### config.mk
export PLATFORM = sky130hd
export DESIGN_NAME = hiccup_seq
export DESIGN_NICKNAME = d
export VERILOG_FILES = /design/src/rtl/hiccup_seq_pkg.sv /design/src/rtl/hs_vid_decode.sv /design/src/rtl/hs_ramp_gen.sv /design/src/rtl/hs_pg_monitor.sv /design/src/rtl/hiccup_seq.sv
export SDC_FILE = /design/constraint.sdc
export NUM_CORES = 1
export LEC_CHECK = 0
export BUFFER_PORTS_ARGS = -buffer_cell sky130_fd_sc_hd__buf_2
export CAP_MARGIN = 10
export CORE_ASPECT_RATIO = 0.9
export CORE_MARGIN = 1.5
export CORE_UTILIZATION = 50
export CTS_BUF_LIST = sky130_fd_sc_hd__clkbuf_8
export CTS_CLUSTER_DIAMETER = 50
export CTS_CLUSTER_SIZE = 25
export DETAILED_ROUTE_END_ITERATION = 12
export GPL_TIMING_DRIVEN = 0
export PLACE_DENSITY = 0.73
export SLEW_MARGIN = 20
export SYNTH_ARGS = -nofsm -noshare
export SYNTH_HDL_FRONTEND = slang
export SYNTH_SLANG_ARGS = --single-unit
### constraint.sdc
create_clock -name clk -period 11.19 [get_ports clk]
set_clock_uncertainty 0.05 [all_clocks]
set_input_delay 2.7975 -clock clk [delete_from_list [all_inputs] [get_ports clk]]
set_output_delay 2.7975 -clock clk [all_outputs]
set_load 0.01 [all_outputs]
### src/rtl/hiccup_seq_pkg.sv
package hiccup_seq_pkg;

  typedef enum logic [2:0] {
    ST_OFF,
    ST_START_WAIT,
    ST_RAMP,
    ST_REGULATE,
    ST_FAULT_WAIT
  } seq_state_t;

  typedef enum logic [1:0] {
    RC_CLEAR,
    RC_STEP,
    RC_TRACK
  } ramp_ctl_t;

endpackage

### src/rtl/hs_vid_decode.sv
module hs_vid_decode #(
  parameter int VID_W   = 5,
  parameter int REF_W   = 11,
  parameter int BASE_MV = 1100,
  parameter int STEP_MV = 25
) (
  input  logic [VID_W-1:0] vid,
  output logic             off,
  output logic [REF_W-1:0] target
);
  localparam int OFF_CODE = (1 << VID_W) - 1;

  int span;

  always_comb begin
    span   = OFF_CODE - 1 - int'(vid);
    off    = (int'(vid) == OFF_CODE);
    target = off ? '0 : REF_W'(BASE_MV + STEP_MV * span);
  end
endmodule

### src/rtl/hs_ramp_gen.sv
module hs_ramp_gen
  import hiccup_seq_pkg::*;
#(
  parameter int REF_W    = 11,
  parameter int RAMP_LEN = 2016
) (
  input  logic             clk,
  input  logic             rst,
  input  ramp_ctl_t        ctl,
  input  logic [REF_W-1:0] target,
  output logic [REF_W-1:0] ref_q
);
  localparam int ACC_W = $clog2(RAMP_LEN) + 1;

  logic [ACC_W-1:0] rem_q;
  logic [REF_W-1:0] tgt_q;
  logic [ACC_W:0]   sum;
  logic             carry;

  // Distributes T unit steps over RAMP_LEN cycles (needs T < RAMP_LEN)
  always_comb begin
    sum   = (ACC_W+1)'(rem_q) + (ACC_W+1)'(tgt_q);
    carry = (sum >= (ACC_W+1)'(RAMP_LEN));
  end

  always_ff @(posedge clk) begin
    if (rst) begin
      ref_q <= '0;
      rem_q <= '0;
      tgt_q <= '0;
    end else begin
      case (ctl)
        RC_STEP: begin
          if (carry) begin
            ref_q <= ref_q + 1'b1;
            rem_q <= ACC_W'(sum - (ACC_W+1)'(RAMP_LEN));
          end else begin
            rem_q <= ACC_W'(sum);
          end
        end
        RC_TRACK: begin
          ref_q <= target;
          tgt_q <= target;
          rem_q <= '0;
        end
        default: begin
          ref_q <= '0;
          rem_q <= '0;
          tgt_q <= target;
        end
      endcase
    end
  end

  AST_RAMP_UNIT_STEP: assert property (@(posedge clk) disable iff (rst)
    ctl == RC_STEP |=> (ref_q == $past(ref_q) || ref_q == $past(ref_q) + 1'b1));
  AST_RAMP_BELOW_TARGET: assert property (@(posedge clk) disable iff (rst)
    ctl == RC_STEP |-> ref_q <= tgt_q);
endmodule

### src/rtl/hs_pg_monitor.sv
module hs_pg_monitor #(
  parameter int REF_W    = 11,
  parameter int TRIP_PCT = 90,
  parameter int REL_PCT  = 93
) (
  input  logic             clk,
  input  logic             rst,
  input  logic [REF_W-1:0] target,
  input  logic [REF_W-1:0] vsense,
  input  logic             regulate_next,
  output logic             pgood_q
);
  localparam int MUL_W = REF_W + 8;

  logic [MUL_W-1:0] vs_scaled, trip_lvl, rel_lvl;
  logic             uv_q, uv_d;

  always_comb begin
    vs_scaled = MUL_W'(vsense) * MUL_W'(100);
    trip_lvl  = MUL_W'(target) * MUL_W'(TRIP_PCT);
    rel_lvl   = MUL_W'(target) * MUL_W'(REL_PCT);
    uv_d      = uv_q ? (vs_scaled < rel_lvl) : (vs_scaled < trip_lvl);
  end

  always_ff @(posedge clk) begin
    if (rst) begin
      uv_q    <= 1'b1;
      pgood_q <= 1'b0;
    end else begin
      uv_q    <= uv_d;
      pgood_q <= regulate_next && !uv_d;
    end
  end

  AST_PG_ONLY_REGULATING: assert property (@(posedge clk) disable iff (rst)
    !regulate_next |=> !pgood_q);
  AST_PG_LOW_BELOW_TRIP: assert property (@(posedge clk) disable iff (rst)
    vs_scaled < trip_lvl |=> !pgood_q);
endmodule

### src/rtl/hiccup_seq.sv
module hiccup_seq
  import hiccup_seq_pkg::*;
#(
  parameter int VID_W      = 5,
  parameter int REF_W      = 11,
  parameter int START_WAIT = 32,
  parameter int FAULT_WAIT = 2048,
  parameter int RAMP_LEN   = 2016,
  parameter int BASE_MV    = 1100,
  parameter int STEP_MV    = 25,
  parameter int TRIP_PCT   = 90,
  parameter int REL_PCT    = 93
) (
  input  logic             clk,
  input  logic             rst,
  input  logic [VID_W-1:0] vid_code,
  input  logic             oc_flag,
  input  logic [REF_W-1:0] vsense_mv,
  output logic             pwm_drive_en,
  output logic [REF_W-1:0] ref_mv,
  output logic             pgood
);
  localparam int CNT_MAX0 = (FAULT_WAIT > RAMP_LEN) ? FAULT_WAIT : RAMP_LEN;
  localparam int CNT_MAX  = (CNT_MAX0 > START_WAIT) ? CNT_MAX0 : START_WAIT;
  localparam int CNT_W    = $clog2(CNT_MAX + 1);

  seq_state_t       state_q, state_d;
  logic [CNT_W-1:0] cnt_q;
  logic             pwm_q;
  logic             vid_off;
  logic [REF_W-1:0] target;
  ramp_ctl_t        ramp_ctl;

  hs_vid_decode #(
    .VID_W(VID_W), .REF_W(REF_W), .BASE_MV(BASE_MV), .STEP_MV(STEP_MV)
  ) u_decode (
    .vid(vid_code), .off(vid_off), .target(target)
  );

  always_comb begin
    state_d = state_q;
    if (vid_off) begin
      state_d = ST_OFF;
    end else begin
      case (state_q)
        ST_OFF:        state_d = ST_START_WAIT;
        ST_START_WAIT: if (cnt_q == CNT_W'(START_WAIT - 1)) state_d = ST_RAMP;
        ST_FAULT_WAIT: if (cnt_q == CNT_W'(FAULT_WAIT - 1)) state_d = ST_RAMP;
        ST_RAMP: begin
          if (oc_flag)                             state_d = ST_FAULT_WAIT;
          else if (cnt_q == CNT_W'(RAMP_LEN - 1))  state_d = ST_REGULATE;
        end
        ST_REGULATE:   if (oc_flag) state_d = ST_FAULT_WAIT;
        default:       state_d = ST_START_WAIT;
      endcase
    end
  end

  always_comb begin
    if (state_d == ST_REGULATE)                          ramp_ctl = RC_TRACK;
    else if (state_d == ST_RAMP && state_q == ST_RAMP)   ramp_ctl = RC_STEP;
    else                                                 ramp_ctl = RC_CLEAR;
  end

  always_ff @(posedge clk) begin
    if (rst) begin
      state_q <= ST_START_WAIT;
      cnt_q   <= '0;
      pwm_q   <= 1'b0;
    end else begin
      state_q <= state_d;
      pwm_q   <= (state_d == ST_RAMP) || (state_d == ST_REGULATE);
      if (state_d != state_q || state_d == ST_OFF || state_d == ST_REGULATE)
        cnt_q <= '0;
      else
        cnt_q <= cnt_q + 1'b1;
    end
  end

  hs_ramp_gen #(
    .REF_W(REF_W), .RAMP_LEN(RAMP_LEN)
  ) u_ramp (
    .clk(clk), .rst(rst), .ctl(ramp_ctl), .target(target), .ref_q(ref_mv)
  );

  hs_pg_monitor #(
    .REF_W(REF_W), .TRIP_PCT(TRIP_PCT), .REL_PCT(REL_PCT)
  ) u_pg (
    .clk(clk), .rst(rst), .target(target), .vsense(vsense_mv),
    .regulate_next(state_d == ST_REGULATE), .pgood_q(pgood)
  );

  assign pwm_drive_en = pwm_q;

  AST_OC_ABORTS: assert property (@(posedge clk) disable iff (rst)
    (state_q == ST_RAMP || state_q == ST_REGULATE) && oc_flag && !vid_off
    |=> state_q == ST_FAULT_WAIT && !pwm_q && !pgood);
  AST_FAULT_TRISTATE: assert property (@(posedge clk) disable iff (rst)
    state_q == ST_FAULT_WAIT |-> !pwm_q && !pgood);
  AST_START_NO_DRIVE: assert property (@(posedge clk) disable iff (rst)
    state_q == ST_START_WAIT |-> !pwm_q);
  AST_OFF_QUIET: assert property (@(posedge clk) disable iff (rst)
    vid_off |=> !pwm_q && !pgood && ref_mv == '0);
  AST_WAIT_IGNORES_OC: assert property (@(posedge clk) disable iff (rst)
    state_q == ST_START_WAIT && oc_flag && !vid_off && cnt_q != CNT_W'(START_WAIT - 1)
    |=> state_q == ST_START_WAIT);
endmodule

* Word level (Yosys, flattened, before mapping)
Cells that the tools add are included.
Operators by class: order comparisons 3, $add $sub $neg 6, multipliers 4, reduce and logical (&&, ||, !) cells 9, muxes and demuxes 14, bitwise gates (word level) 1, equal/unequal tests 14
Operators with widths (number):
- < comparator 18 bit | 2
- multiplier 6 x 32 -> 11 bit, first input constant | 1
- equality test 12 x 11 -> 1 bit, second input constant | 2
- 2-to-1 mux 11 bit | 2
- one-hot mux 11 bit (2 select lines) | 1
- multiplier 11 x 7 -> 18 bit, second input constant | 1
- 2-to-1 mux 3 bit | 6
- multiplier 11 x 6 -> 17 bit, second input constant | 1
- multiplier 11 x 5 -> 16 bit, second input constant | 1
- adder 12 x 11 -> 13 bit | 1
- greater-or-equal comparator 13 x 11 -> 1 bit, second input constant | 1
- adder 12 x 1 -> 12 bit, second input constant | 1
- equality test 12 x 5 -> 1 bit, second input constant | 1
- equality test 3 x 2 -> 1 bit, second input constant | 4
- 2-to-1 mux 12 bit | 1
- one-hot mux 3 bit (4 select lines) | 1
- subtractor 12 x 11 -> 12 bit, second input constant | 1
- adder 11 x 1 -> 11 bit, second input constant | 1
- adder 11 bit, first input constant | 1
- subtractor 5 x 5 -> 6 bit, first input constant | 1
- equality test 5 x 1 -> 1 bit, second input constant | 1
- OR reduction 2 bit | 2
- equality test 3 x 1 -> 1 bit, second input constant | 1
- equality test 3 bit, second input constant | 1
- 11 further kinds | 15
Word-level totals: input port bits 19, word-level logic and storage cells 59, bits in registers 52

* Logic depth before layout (Yosys ltp)
word-level depth 12, mapped depth 33, gate-level depth less buffers 33

* Cells and area by module
Synthesis repeated with hierarchy kept, for this count alone.
Second synthesis, totals: cells, all modules 999, area, all modules 8648.3 um2
Modules (own cells, without submodules):
- hs_pg_monitor | cells an instance 538, seq. area each 40.0 um2, area an instance 4551.9 um2, times used 1
- hs_ramp_gen | cells an instance 272, seq. area each 680.7 um2, area an instance 2442.3 um2, times used 1
- hiccup_seq | cells an instance 91, seq. area each 320.3 um2, area an instance 855.8 um2, times used 1
- hs_vid_decode | cells an instance 98, seq. area each 0.0 um2, area an instance 798.3 um2, times used 1

* Least setup slack after synthesis
No wires, ideal clock.
path kind input port to flip-flop, from input vid_code[0], to register u_pg.pgood_q, path slack 705 ps, cell stages on the path 28, arrival 10371 ps, path through ha_1 -> xnor2_1 -> ha_1 -> fa_1 -> ha_1 -> fa_1 -> ha_1 -> a31oi_1 -> o21ai_0 -> a211oi_1 -> ha_1 -> inv_1 -> fa_1 -> fa_1 -> fa_1 -> inv_1 -> ha_1 -> and3_1 -> a21oi_1 -> o21ai_0 -> or4_1 -> a2111o_1 -> o311ai_0 -> ha_1 -> o2111ai_1 -> a221o_1 -> a311o_1 -> nor2_1
On the way: cells in the longest elaborated chain, start to end 9
Ends and longest elaborated chain:
- start: declaration | line hiccup_seq.sv:16 | input logic [VID_W-1:0] vid_code,
- subtractor 5 x 5 -> 6 bit | line hs_vid_decode.sv:16 | span = OFF_CODE - 1 - int'(vid);
- multiplier 6 x 32 -> 11 bit | line hs_vid_decode.sv:18 | target = off ? '0 : REF_W'(BASE_MV + STEP_MV * span);
- adder 11 bit | line hs_vid_decode.sv:18
- 2-to-1 mux 11 bit | line hs_vid_decode.sv:18
- multiplier 11 x 6 -> 17 bit or multiplier 11 x 7 -> 18 bit (tied branches) | line hs_pg_monitor.sv:20, hs_pg_monitor.sv:21
- < comparator 18 bit | line hs_pg_monitor.sv:22 | uv_d = uv_q ? (vs_scaled < rel_lvl) : (vs_scaled < trip_lvl);
- 2-to-1 mux 1 bit | line hs_pg_monitor.sv:22
- zero test 1 bit | line hs_pg_monitor.sv:31 | pgood_q <= regulate_next && !uv_d;
- logical AND 1 bit (*) | line hs_pg_monitor.sv:31
- end signal: assignment | line hs_pg_monitor.sv:31
- end: declaration | line hs_pg_monitor.sv:11 | output logic pgood_q
Every way passes the cells marked *; elsewhere a longest branch is shown, timed or not. A chain may end at the register's enable or synchronous reset.

* Worst setup path after layout
from input vid_code[0], to register u_pg.pgood_q
On the way: cells in the longest elaborated chain, start to end 9
Ends and longest elaborated chain:
- subtractor 5 x 5 -> 6 bit | line hs_vid_decode.sv:16
- multiplier 6 x 32 -> 11 bit | line hs_vid_decode.sv:18
- adder 11 bit | line hs_vid_decode.sv:18
- 2-to-1 mux 11 bit (*) | line hs_vid_decode.sv:18
- net target[7] | line hiccup_seq.sv:31 | logic [REF_W-1:0] target;
- multiplier 11 x 6 -> 17 bit or multiplier 11 x 7 -> 18 bit (tied branches) | line hs_pg_monitor.sv:20, hs_pg_monitor.sv:21
- < comparator 18 bit | line hs_pg_monitor.sv:22
- 2-to-1 mux 1 bit (*) | line hs_pg_monitor.sv:22
- zero test 1 bit (*) | line hs_pg_monitor.sv:31
- logical AND 1 bit (*) | line hs_pg_monitor.sv:31
The timed path passes the listed nets; every way through them passes the cells marked *.

==> summary.md <==
| Metric | Value |
|---|---|
| Post-Synth Simple-Gate Area | 16.1% |
| Fillers | 1475 |
| Diodes inserted | 0 |
| Max Clock Freq | 0.0919 GHz |
| Crit Path Max Fanout | 9 |
| Via count | 6719 |
| Die X | 137 µm |
| Commonest non-fill, non-tap cell in the layout | ha_1 |
| Slew HR | 39.8% |
| CP Capture Type | flip-flop |
| IO buf count | 30 |
| Post-synth EDFFs | 0 |
| GRT Residual Overflow | 0 |
| HPWL Detailed | 14.9 mm |
| H-tree level count | 2 |
| Largest area contributor in the netlist | ha_1 |
| RePlAce Congestion | 0.872 |
| Reg2reg end | u_ramp.ref_q[4] |
| Period Utilization, post-route | 97.3% |
| Die Footprint | 16900 µm² |
| TritonCTS clock tree | yes |
| Area growth syn-to-layout | 7.27% |
| Hold Vio Cnt, Final | 0 |
| Max-Cap Viols | 0 |
| Slowest-stage cell, CP | fa_1 |
| Max stage delay on crit path | 530 ps |
| Dpl cells | 1210 |
| Hold path start | u_ramp.tgt_q[0] |
| Max Buffers Root-to-Sink | 2 |
| Synth Area in Compound Gates | 16.9% |
| Initial DRC count | 468 |
| CTS clk-pin slew, worst paths | 100 ps |
| CTS sink count | 52 |
| Vias in the first global route | 6342 |
| Die H | 123 µm |
| Final ANT Viol Nets | 0 |
| Most numerous cell on the critical path | ha_1 |
| Worst Hold Path EP | u_ramp.tgt_q[0] |
| Cell Count, Final, Fillers Out | 1218 |
| Gate count of the mapped netlist | 978 |
| All-Layer GR Usage | 21.3% |
| Post-synth net total | 1213 |
| Initial Util | 51.6% |
| Vias per inst | 5.52 |
| Post-Synth Adder-Cell Area | 37.7% |
| Status | finished clean |
| Post-Syn Area | 8060 µm² |
| Pin count of the biggest net entering global routing | 18 |
| Routed wire length per instance | 14.3 µm |
| FFs w/ async S/R, synth | 0% |
| First-pass GRT wire length | 29.1 mm |
| Share of cells above drive strength 1 | 7.19% |
| Multiplexer area fraction after synthesis | 0% |
| # Post-CTS Setup Buffers | 0 |
| Worst-Skew Late Latency | 320 ps |
| Xor-xnor portion of the synthesized cell area | 8.34% |
| Library cells used by synthesis | 78 |
| Avg Inst Size Synth | 8.24 µm² |
| Yosys warns | 0 |
| Initial antenna violation count | 0 |
| Most frequent cells in the layout | 170 x ha_1, 155 x inv_1, 72 x nor2_1 |
| IO Pins | 32 |
| HP Class | reg -> reg |
| Critical path class | in -> reg |
| Synth top area share | 26.6% |
| RR Startpoint | u_ramp.tgt_q[0] |
| Final wirelength | 17.4 mm |
| Number of max-slew violations in the final report | 0 |
| Main combinational cell family by area after synthesis | adder cells |
| Fin util | 55.4% |
| Worst Tran Pin Value | 900 ps |
| 1st-pass router iterations | 5 |
| # hold bufs at CTS | 0 |
| Flops & latches, synth | 52 |
| Number of CTS-inserted buffers | 5 |
| Core area | 15600 µm² |
| # rows | 43 |
| Top cells by area, synth | ha_1 27%, dfxtp_1 13%, fa_1 11% |
| Register area share after synthesis | 12.9% |
| Reg2reg setup slack | 7790 ps |
| Setup_tns | 0 ps |
| Startpoint types | primary input |
| CP required | 11380 ps |
| Final Worst Setup Slack | 305 ps |
| Top_reg_cell synth | dfxtp_1 |
| # setup viols final | 0 |
| Final net count | 1250 |
| Min cycle time layout | 10890 ps |
| CP arrival | 11070 ps |
| Clk root buf | clkbuf_8 |
| Hold path cells | 2 |
| # DRC | 0 |
| Depth of the worst register-to-register path | 13 |
| DP Worst Slack | -825 ps |
-- worst max-delay path, delay by kind of cell --
kind            cells  cell delay [ps]
compound gates      8             2180
xor+xnor            2              550
simple gates        3              750
fa+ha+maj          12             4380
buf+inv             5              400
-- state kept, by name, indices dropped and copies added, names as in the netlist --
signal        count
u_pg.pgood_q      1
u_pg.uv_q         1
pwm_drive_en      1
u_ramp.ref_q     11
state_q           3
cnt_q            12
u_ramp.tgt_q     11
u_ramp.rem_q     12
-- how the worst max path moves through the flow --
stage / startpoint / to / slack [ps] / cells after the start
final: vid_code[0] / u_pg.pgood_q / 300 / 30
after global placement: vid_code[0] / u_pg.pgood_q / -820 / 29
after global routing: vid_code[0] / u_pg.pgood_q / -9 / 31
after floorplan: vid_code[0] / u_pg.pgood_q / 700 / 28
after detailed placement: vid_code[0] / u_pg.pgood_q / -830 / 30
after CTS: vid_code[0] / u_pg.pgood_q / 40 / 30
-- through the flow --
step                      hold WS, ps  cell area, µm²
after floorplan                   376            8060
after global placement            396            8460
after detailed placement          403            8470
after CTS                         417            8610
after global routing              447            8640
final                             417            8640
-- cells by family after synthesis --
kind of cell / after synthesis
XOR/XNOR: 75
AO/OA/AOI/OAI: 198
buffers and inverters: 169
AND/OR/NAND/NOR: 268
adder cells (fa/ha/maj): 216
flip-flops: 52
-- final cells by class --
type	count	area (µm²)	area share (%)
tap	202	253	2.92
inverter	156	586	6.77
buffer	13	62.6	0.724
clock buffer	5	68.8	0.796
multi-input combinational	757	6440	74.5
sequential	52	1040	12.0
timing repair buffer	30	150	1.74
clock inverter	3	46.3	0.536
-- cells in the mapped netlist (all sizes together), types with 4 or more instances --
master	number
o211ai	5
nor3	23
a211oi	7
a21o	18
nor2b	10
buf	4
and2	9
a221oi	5
nand2	68
nand3	24
xnor2	40
a21oi	63
o31ai	7
dfxtp	52
nand4	8
nor2	75
and3	11
a2111oi	4
clkbuf	9
xor2	35
ha	171
a31oi	9
or2	6
or3	8
o21ai	33
fa	45
o21a	8
nand2b	12
nor4	4
o2111ai	4
inv	156
-- per-layer routing --
metal,vias up,GRT usage [%],share of wire [%]
met5,-,0,0
met2,121,34.4,44
li1,3443,-,-
met3,12,2.38,4.1
met1,3143,31.6,51
met4,0,2.04,0.46
-- repair_timing --
item / 4_1_cts / 5_1_grt
pin swaps: 0 / 1
resized for setup: 4 / 6
endpoints found under the setup margin: 2 / 2
Power is left out: the tool's default activity adds up to more than one toggle a clock period on the data nets, which glitch-free logic cannot reach.
